## src/rtl/twowire_cond_mon.sv

```systemverilog
module twowire_cond_mon #(
  parameter int unsigned CLK_HZ      = 100_000_000,
  parameter int unsigned TOUT_US     = 25_000,
  parameter int unsigned TOUT_CYCLES = (CLK_HZ / 1_000_000) * TOUT_US,
  parameter int unsigned SYNC_LEN    = 2,
  parameter int unsigned FILT_LEN    = 3,
  parameter int unsigned FRAME_BITS  = 9
) (
  input  logic clk,
  input  logic rst_n,
  input  logic scl_i,
  input  logic sda_i,
  output logic start_o,
  output logic rstart_o,
  output logic stop_o,
  output logic err_o,
  output logic busy_o,
  output logic tout_o
);

  localparam int unsigned CW = $clog2(TOUT_CYCLES + 1);
  localparam int unsigned BW = $clog2(FRAME_BITS + 1);

  logic [SYNC_LEN-1:0] scl_sy, sda_sy;
  logic [FILT_LEN-1:0] scl_win, sda_win;
  logic scl_f, sda_f, scl_d, sda_d;
  logic [BW-1:0] bitcnt;
  logic [CW-1:0] lowcnt;

  always_ff @(posedge clk) begin
    if (!rst_n) begin
      scl_sy  <= '1;
      sda_sy  <= '1;
      scl_win <= '1;
      sda_win <= '1;
    end else begin
      scl_sy  <= {scl_sy[SYNC_LEN-2:0], scl_i};
      sda_sy  <= {sda_sy[SYNC_LEN-2:0], sda_i};
      scl_win <= {scl_win[FILT_LEN-2:0], scl_sy[SYNC_LEN-1]};
      sda_win <= {sda_win[FILT_LEN-2:0], sda_sy[SYNC_LEN-1]};
    end
  end

  always_ff @(posedge clk) begin
    if (!rst_n) begin
      scl_f <= 1'b1;
      sda_f <= 1'b1;
      scl_d <= 1'b1;
      sda_d <= 1'b1;
    end else begin
      if (&scl_win) scl_f <= 1'b1;
      else if (~|scl_win) scl_f <= 1'b0;
      if (&sda_win) sda_f <= 1'b1;
      else if (~|sda_win) sda_f <= 1'b0;
      scl_d <= scl_f;
      sda_d <= sda_f;
    end
  end

  wire scl_hi     = scl_f & scl_d;
  wire scl_rise   = scl_f & ~scl_d;
  wire cond_start = scl_hi & sda_d & ~sda_f;
  wire cond_stop  = scl_hi & ~sda_d & sda_f;
  wire cond_any   = cond_start | cond_stop;
  wire mid_frame  = bitcnt > BW'(1);
  wire tout_hit   = ~scl_f & ~tout_o & (lowcnt == CW'(TOUT_CYCLES - 1));

  always_ff @(posedge clk) begin
    if (!rst_n) bitcnt <= '0;
    else if (cond_any) bitcnt <= '0;
    else if (scl_rise) bitcnt <= (bitcnt == BW'(FRAME_BITS)) ? BW'(1) : bitcnt + BW'(1);
  end

  always_ff @(posedge clk) begin
    if (!rst_n) begin
      lowcnt <= '0;
      tout_o <= 1'b0;
    end else if (scl_f) begin
      lowcnt <= '0;
      tout_o <= 1'b0;
    end else begin
      if (lowcnt != CW'(TOUT_CYCLES)) lowcnt <= lowcnt + CW'(1);
      if (tout_hit) tout_o <= 1'b1;
    end
  end

  always_ff @(posedge clk) begin
    if (!rst_n) begin
      start_o  <= 1'b0;
      rstart_o <= 1'b0;
      stop_o   <= 1'b0;
      err_o    <= 1'b0;
      busy_o   <= 1'b0;
    end else begin
      start_o  <= cond_start & ~busy_o;
      rstart_o <= cond_start & busy_o;
      stop_o   <= cond_stop;
      err_o    <= cond_any & busy_o & mid_frame;
      if (tout_hit) busy_o <= 1'b0;
      else if (cond_start) busy_o <= 1'b1;
      else if (cond_stop) busy_o <= 1'b0;
    end
  end

  p_start_busy_r2: assert property (@(posedge clk) disable iff (!rst_n)
    start_o |-> busy_o && !$past(busy_o));

  p_rstart_busy_r3: assert property (@(posedge clk) disable iff (!rst_n)
    rstart_o |-> busy_o && $past(busy_o));

  p_stop_idle_r4: assert property (@(posedge clk) disable iff (!rst_n)
    stop_o |-> !busy_o);

  p_err_with_cond_r7: assert property (@(posedge clk) disable iff (!rst_n)
    err_o |-> (rstart_o || stop_o));

  p_tout_low_r8: assert property (@(posedge clk) disable iff (!rst_n)
    $rose(tout_o) |-> !$past(scl_f));

  p_tout_idle_r9: assert property (@(posedge clk) disable iff (!rst_n)
    tout_o |-> !busy_o);

  p_excl_r10: assert property (@(posedge clk) disable iff (!rst_n)
    $onehot0({start_o, rstart_o, stop_o}));

  p_pulse_r10: assert property (@(posedge clk) disable iff (!rst_n)
    (start_o || rstart_o || stop_o) |=> !(start_o || rstart_o || stop_o));

endmodule

```

## config.mk

```make
export PLATFORM = sky130hd
export DESIGN_NAME = twowire_cond_mon
export DESIGN_NICKNAME = d
export VERILOG_FILES = /design/src/rtl/twowire_cond_mon.sv
export SDC_FILE = /design/constraint.sdc
export NUM_CORES = 1
export LEC_CHECK = 0
export BUFFER_PORTS_ARGS = -buffer_cell sky130_fd_sc_hd__buf_2
export CAP_MARGIN = 20
export CORE_ASPECT_RATIO = 0.5
export CORE_MARGIN = 1.5
export CORE_UTILIZATION = 40
export CTS_CLUSTER_SIZE = 25
export DETAILED_ROUTE_END_ITERATION = 12
export MAX_ROUTING_LAYER = met4
export PLACE_DENSITY = 0.62
export SLEW_MARGIN = 20
export SYNTH_ARGS = -nofsm -noshare
export SYNTH_HDL_FRONTEND = slang
export SYNTH_SLANG_ARGS = --single-unit
```

## constraint.sdc

```tcl
create_clock -name clk -period 1.75 [get_ports clk]
set_input_delay 0.35 -clock clk [delete_from_list [all_inputs] [get_ports clk]]
set_output_delay 0.35 -clock clk [all_outputs]
set_load 0.03 [all_outputs]
```

# Word level (Yosys, flattened, before mapping)

Cells that the tools add are included.

Register bits after elaboration: 46
Input bits: 4
Logic and storage cells: 55

Add/subtract/negate cells: 2
Order comparisons: 1
Equal/unequal tests: 3
Multiplexer cells: 3
Bitwise gates (word level): 20
Reduce and logical (&&, ||, !) cells: 10

Operators with widths:

| operator                                                             | number |
|---|---|
| 22-bit by 1-bit adder with 22-bit output, second input constant      | 1 |
| 22-bit == test, second input constant                                | 1 |
| 22-bit inequality test, second input constant                        | 1 |
| 1-bit bitwise AND                                                    | 12 |
| 2-bit OR reduction                                                   | 5 |
| 1-bit inverter                                                       | 7 |
| 3-bit AND reduction                                                  | 2 |
| 3-bit OR reduction                                                   | 2 |
| 4-bit by 1-bit adder with 4-bit output, second input constant        | 1 |
| 4-bit == test, second input constant                                 | 1 |
| 4-bit by 1-bit > comparator with 1-bit output, second input constant | 1 |
| 4-bit 2-to-1 mux                                                     | 1 |
| 1-bit 2-to-1 mux                                                     | 2 |
| 2-bit nonzero test                                                   | 1 |
| 1-bit bitwise OR                                                     | 1 |

# Depth between registers and ports, before layout

Word-level depth: 6
Gate-level depth with buffers: 7

# Least setup slack after synthesis

Ideal clock, no wire load.

Kind: register -> register
From: reg lowcnt[0]
To: reg lowcnt[18]
Library setup time: 116 ps
Arrival: 1572 ps
Required time: 1634 ps
Slack: 61 ps
Stages on the path, launching flop included: 6
Path buffers: 0
Clock period less this slack: 1689 ps
Cells stage by stage: dfxtp_1 ha_1 nand4_1 nor4_4 a31oi_1 a41o_1

Word-level cells in the longest chain between the ends: 1

RTL lines:

| element                                                                            | line | source |
|---|---|---|
| from (decl)                                                                        | 28   | `logic [CW-1:0] lowcnt;` |
| from (signal assigned)                                                             | 82   | `if (lowcnt != CW'(TOUT_CYCLES)) lowcnt <= lowcnt + CW'(1);` |
| 22-bit by 1-bit adder with 22-bit output or 22-bit inequality test (tied branches) | 82   |  |

Several ways; a longest one is shown, not always the timed one.
A chain may end at the register's enable or synchronous reset.

# Final worst setup path

From: reg lowcnt[15]
To: reg busy_o

Word-level cells in the longest chain between the ends: 3

RTL lines:

| element                      | line | source |
|---|---|---|
| 22-bit == test               | 66   | `wire tout_hit = ~scl_f & ~tout_o & (lowcnt == CW'(TOUT_CYCLES - 1));` |
| 1-bit bitwise AND            | 66   |  |
| 2-bit OR reduction (no line) | -    |  |
| to (signal assigned)         | 93   | `busy_o <= 1'b0;` |
| to (signal assigned)         | 99   | `if (tout_hit) busy_o <= 1'b0;` |
| to (signal assigned)         | 100  | `else if (cond_start) busy_o <= 1'b1;` |
| to (decl)                    | 17   | `output logic busy_o,` |

Every way passes these cells.

==> impl_results.md <==
- Outcome: complete, no violations
- WHS Endpoint: scl_sy[0]
- R2R Path End: busy_o
- Worst-Margin Slew: 384 ps
- Core footprint: 4530 um2
- Drt pass-1 iters: 4
- Layout cells sized above 1: 0.183
- Cells after Synth: 217
- Final setup violation count: 0
- CTS Buffer Depth: 2
- CP top delay family: simple AND/OR/NAND/NOR gates
- Register Area: 921 um2
- Row count: 17
- Clock latency on the worst-skew pair: 300 ps
- Die Area: 5320 um2
- Flops & latches, synth: 46
- Post-Route WL: 3740 um
- Yosys warns: 0
- Worst path max stage delay: 410 ps
- Initial DRC Count: 69
- Relative slew slack: 0.741
- Synth-to-Final Area Change: 19.0%
- Buf+Inv Stages, Crit Path: 1
- Worst-path clk slew: 80 ps
- Count leader, synth: dfxtp_1
- RSZ-0062 raised after global routing: true
- Gr ovfl total: 0
- GRT Overall Usage: 0.165
- Top Ports: 10
- Fillcell total: 425
- Hold wc startpoint: scl_i
- Port bufs: 9
- Dpl hpwl: 2710 um
- Worst hold path type: primary input to flop
- Async set-reset flop share out of synthesis: 0
- IR drop worst, VDD: 0.000360 V
- # hold bufs at CTS: 0
- Fin crit period: 1660 ps
- Hold-critical path depth: 2
- Critical Path Fanout Max: 6
- Initial core utilization: 0.429
- Flop2flop setup slack: 90 ps
- Multi-input gate area: 992 um2
- Mean Syn Cell Area: 8.97 um2
- Critical Path AT: 1860 ps
- Mapped cell area: 1950 um2
- Fmax: 0.601 GHz
- Cell taking the most area after synthesis: dfxtp_1
- Pwr Density: 799 nW/um2
- Vias per cell: 5.13
- Seq/Total Area, Yosys: 0.473
- Worst slack, placed: 18.5 ps
- Beginning of the worst register-to-register path: lowcnt[15]
- Post-Syn Nets: 223
- Reg2reg path depth: 4
- Leak Pwr: 0.861 nW
- CP Class: flop to flop
- Largest cells by area after synthesis: dfxtp_1, nor2_1, nand2b_1, a21oi_1, xnor2_1
- Max cap viols: 0
- Initial antenna violation count: 0
- Clk_skew: 4.23 ps
- Total negative slack: 0 ps
- Critical-path top delay cell: nor4_1
- Clk root buf: clkbuf_8
- Clk sinks: 46
- Final nets: 251
- Post-synth top flop: dfxtp_1
- Global-route wire length before repair: 6400 um
- H-tree depth: 2
- Final worst slack: 85.8 ps
- Worst Setup SP: lowcnt[15]
- Via count: 1601
- GP Congestion: 0.847
- CTS tree: built
- Largest net degree at the start of global routing: 19
- Top cells by count, synth: dfxtp_1, nor2_1, nand2_1, a21oi_1, nand2b_1
- Die Span Y: 52.3 um
- Crit-path cells: nor4_1 > nand4_1 > buf_4 > o311a_1
- Max-slew violations: 0
- Top-area cell type share of the netlist area: 0.473
- Period Utilization, post-route: 0.951
- CP Capture Type: flop
- Required time worst endpoint: 1940 ps
- Chip width: 102 um
- Final hold violations: 0
- Worst setup SP type: flop
- Antenna Cells: 0
- Wire length per cell: 12.0 um
- Vias in the first global route: 1449
- DRC: 0
- Total CTS buffers: 5
- Detail Route Antenna Nets: 0
- Post-synth EDFFs: 0
- Synth cell types: 37
[area by class of cell]
| class | count | share of cell area |
|---|---|---|
| clock buffer | 6 | 0.0313 |
| inverter | 6 | 0.00972 |
| multi-input combinational | 158 | 0.428 |
| tap | 66 | 0.0357 |
| timing repair buffer | 28 | 0.0810 |
| clock inverter | 2 | 0.0162 |
| sequential | 46 | 0.398 |
[report_power, final]
part	leakage, nW	internal [mW]	switching (mW)	total (mW)
registers	0.372	1.05	0.00207	1.05
logic	0.438	0.00892	0.00956	0.0185
clock network	0.0514	0.426	0.351	0.777
total	0.861	1.49	0.363	1.85
[placed cells by master (no fill, tap or decap), types with 2 or more instances in the layout]
cell type / instances
or4_1: 2
a31oi_1: 5
xnor2_1: 7
nand2b_1: 12
nor2_1: 23
nand4_1: 7
buf_2: 9
buf_4: 19
or3_2: 3
ha_1: 2
a21oi_1: 13
xor2_1: 4
dfxtp_1: 46
nor2b_1: 4
inv_1: 6
o31ai_1: 2
nand3_1: 6
and4b_1: 2
nand3_2: 2
clkbuf_8: 5
and4_1: 2
o21ai_0: 11
nor3b_1: 2
mux2i_1: 2
a41o_1: 4
nor3_1: 10
o21a_1: 3
nand2_1: 15
nor4_1: 4
[state kept, by name, summed over array words and instances (netlist names)]
| name | count |
|---|---|
| scl_win | 3 |
| scl_d | 1 |
| sda_sy | 2 |
| sda_d | 1 |
| scl_sy | 2 |
| scl_f | 1 |
| bitcnt | 4 |
| sda_win | 3 |
| lowcnt | 22 |
| err_o | 1 |
| busy_o | 1 |
| rstart_o | 1 |
| start_o | 1 |
| stop_o | 1 |
| tout_o | 1 |
| sda_f | 1 |
[per-layer routing]
metal | routed length [um] | share of wire | vias to the layer above | GRT usage
met5 | 0 | 0 | - | -
li1 | - | - | 830 | -
met1 | 1910 | 0.51 | 733 | 0.209
met2 | 1620 | 0.43 | 31 | 0.249
met3 | 147 | 0.039 | 7 | 0.0480
met4 | 66 | 0.018 | 0 | 0.0694
[through the flow]
step / cell area [um2] / utilization / hold WS [ps] / total power, mW / instances
after CTS: 2280 / 0.503 / 214 / 1.88 / 309
after floorplan: 1950 / - / 386 / 1.09 / 217
after detailed placement: 2170 / 0.478 / 393 / 1.10 / 301
after global placement: 2170 / 0.478 / 387 / 1.10 / 301
final: 2320 / 0.511 / 223 / 1.85 / 312
after global routing: 2320 / 0.511 / 201 / 1.93 / 312
[cells by family after synthesis]
family,share of synthesized area
AO/OA/AOI/OAI,0.132
XOR/XNOR,0.0495
adder cells (fa/ha/maj),0.0129
buffers and inverters,0.0251
flip-flops,0.473
multiplexers,0.0103
AND/OR/NAND/NOR,0.297
[how the worst max path moves through the flow]
stage	to	slack, ps	cells past startpoint
2_1_floorplan	lowcnt[18]	60	5
3_5_place_dp	lowcnt[13]	20	7
5_1_grt	lowcnt[1]	-30	5
3_3_place_gp	lowcnt[13]	80	7
4_1_cts	lowcnt[13]	20	4
6_report	busy_o	90	4
[timing repair]
item	4_1_cts	5_1_grt
pin swaps	0	1
setup endpoints to repair	1	6
gates resized for setup	1	2
setup buffers	0	3
Note: power is estimated with default switching activity, not from simulation.
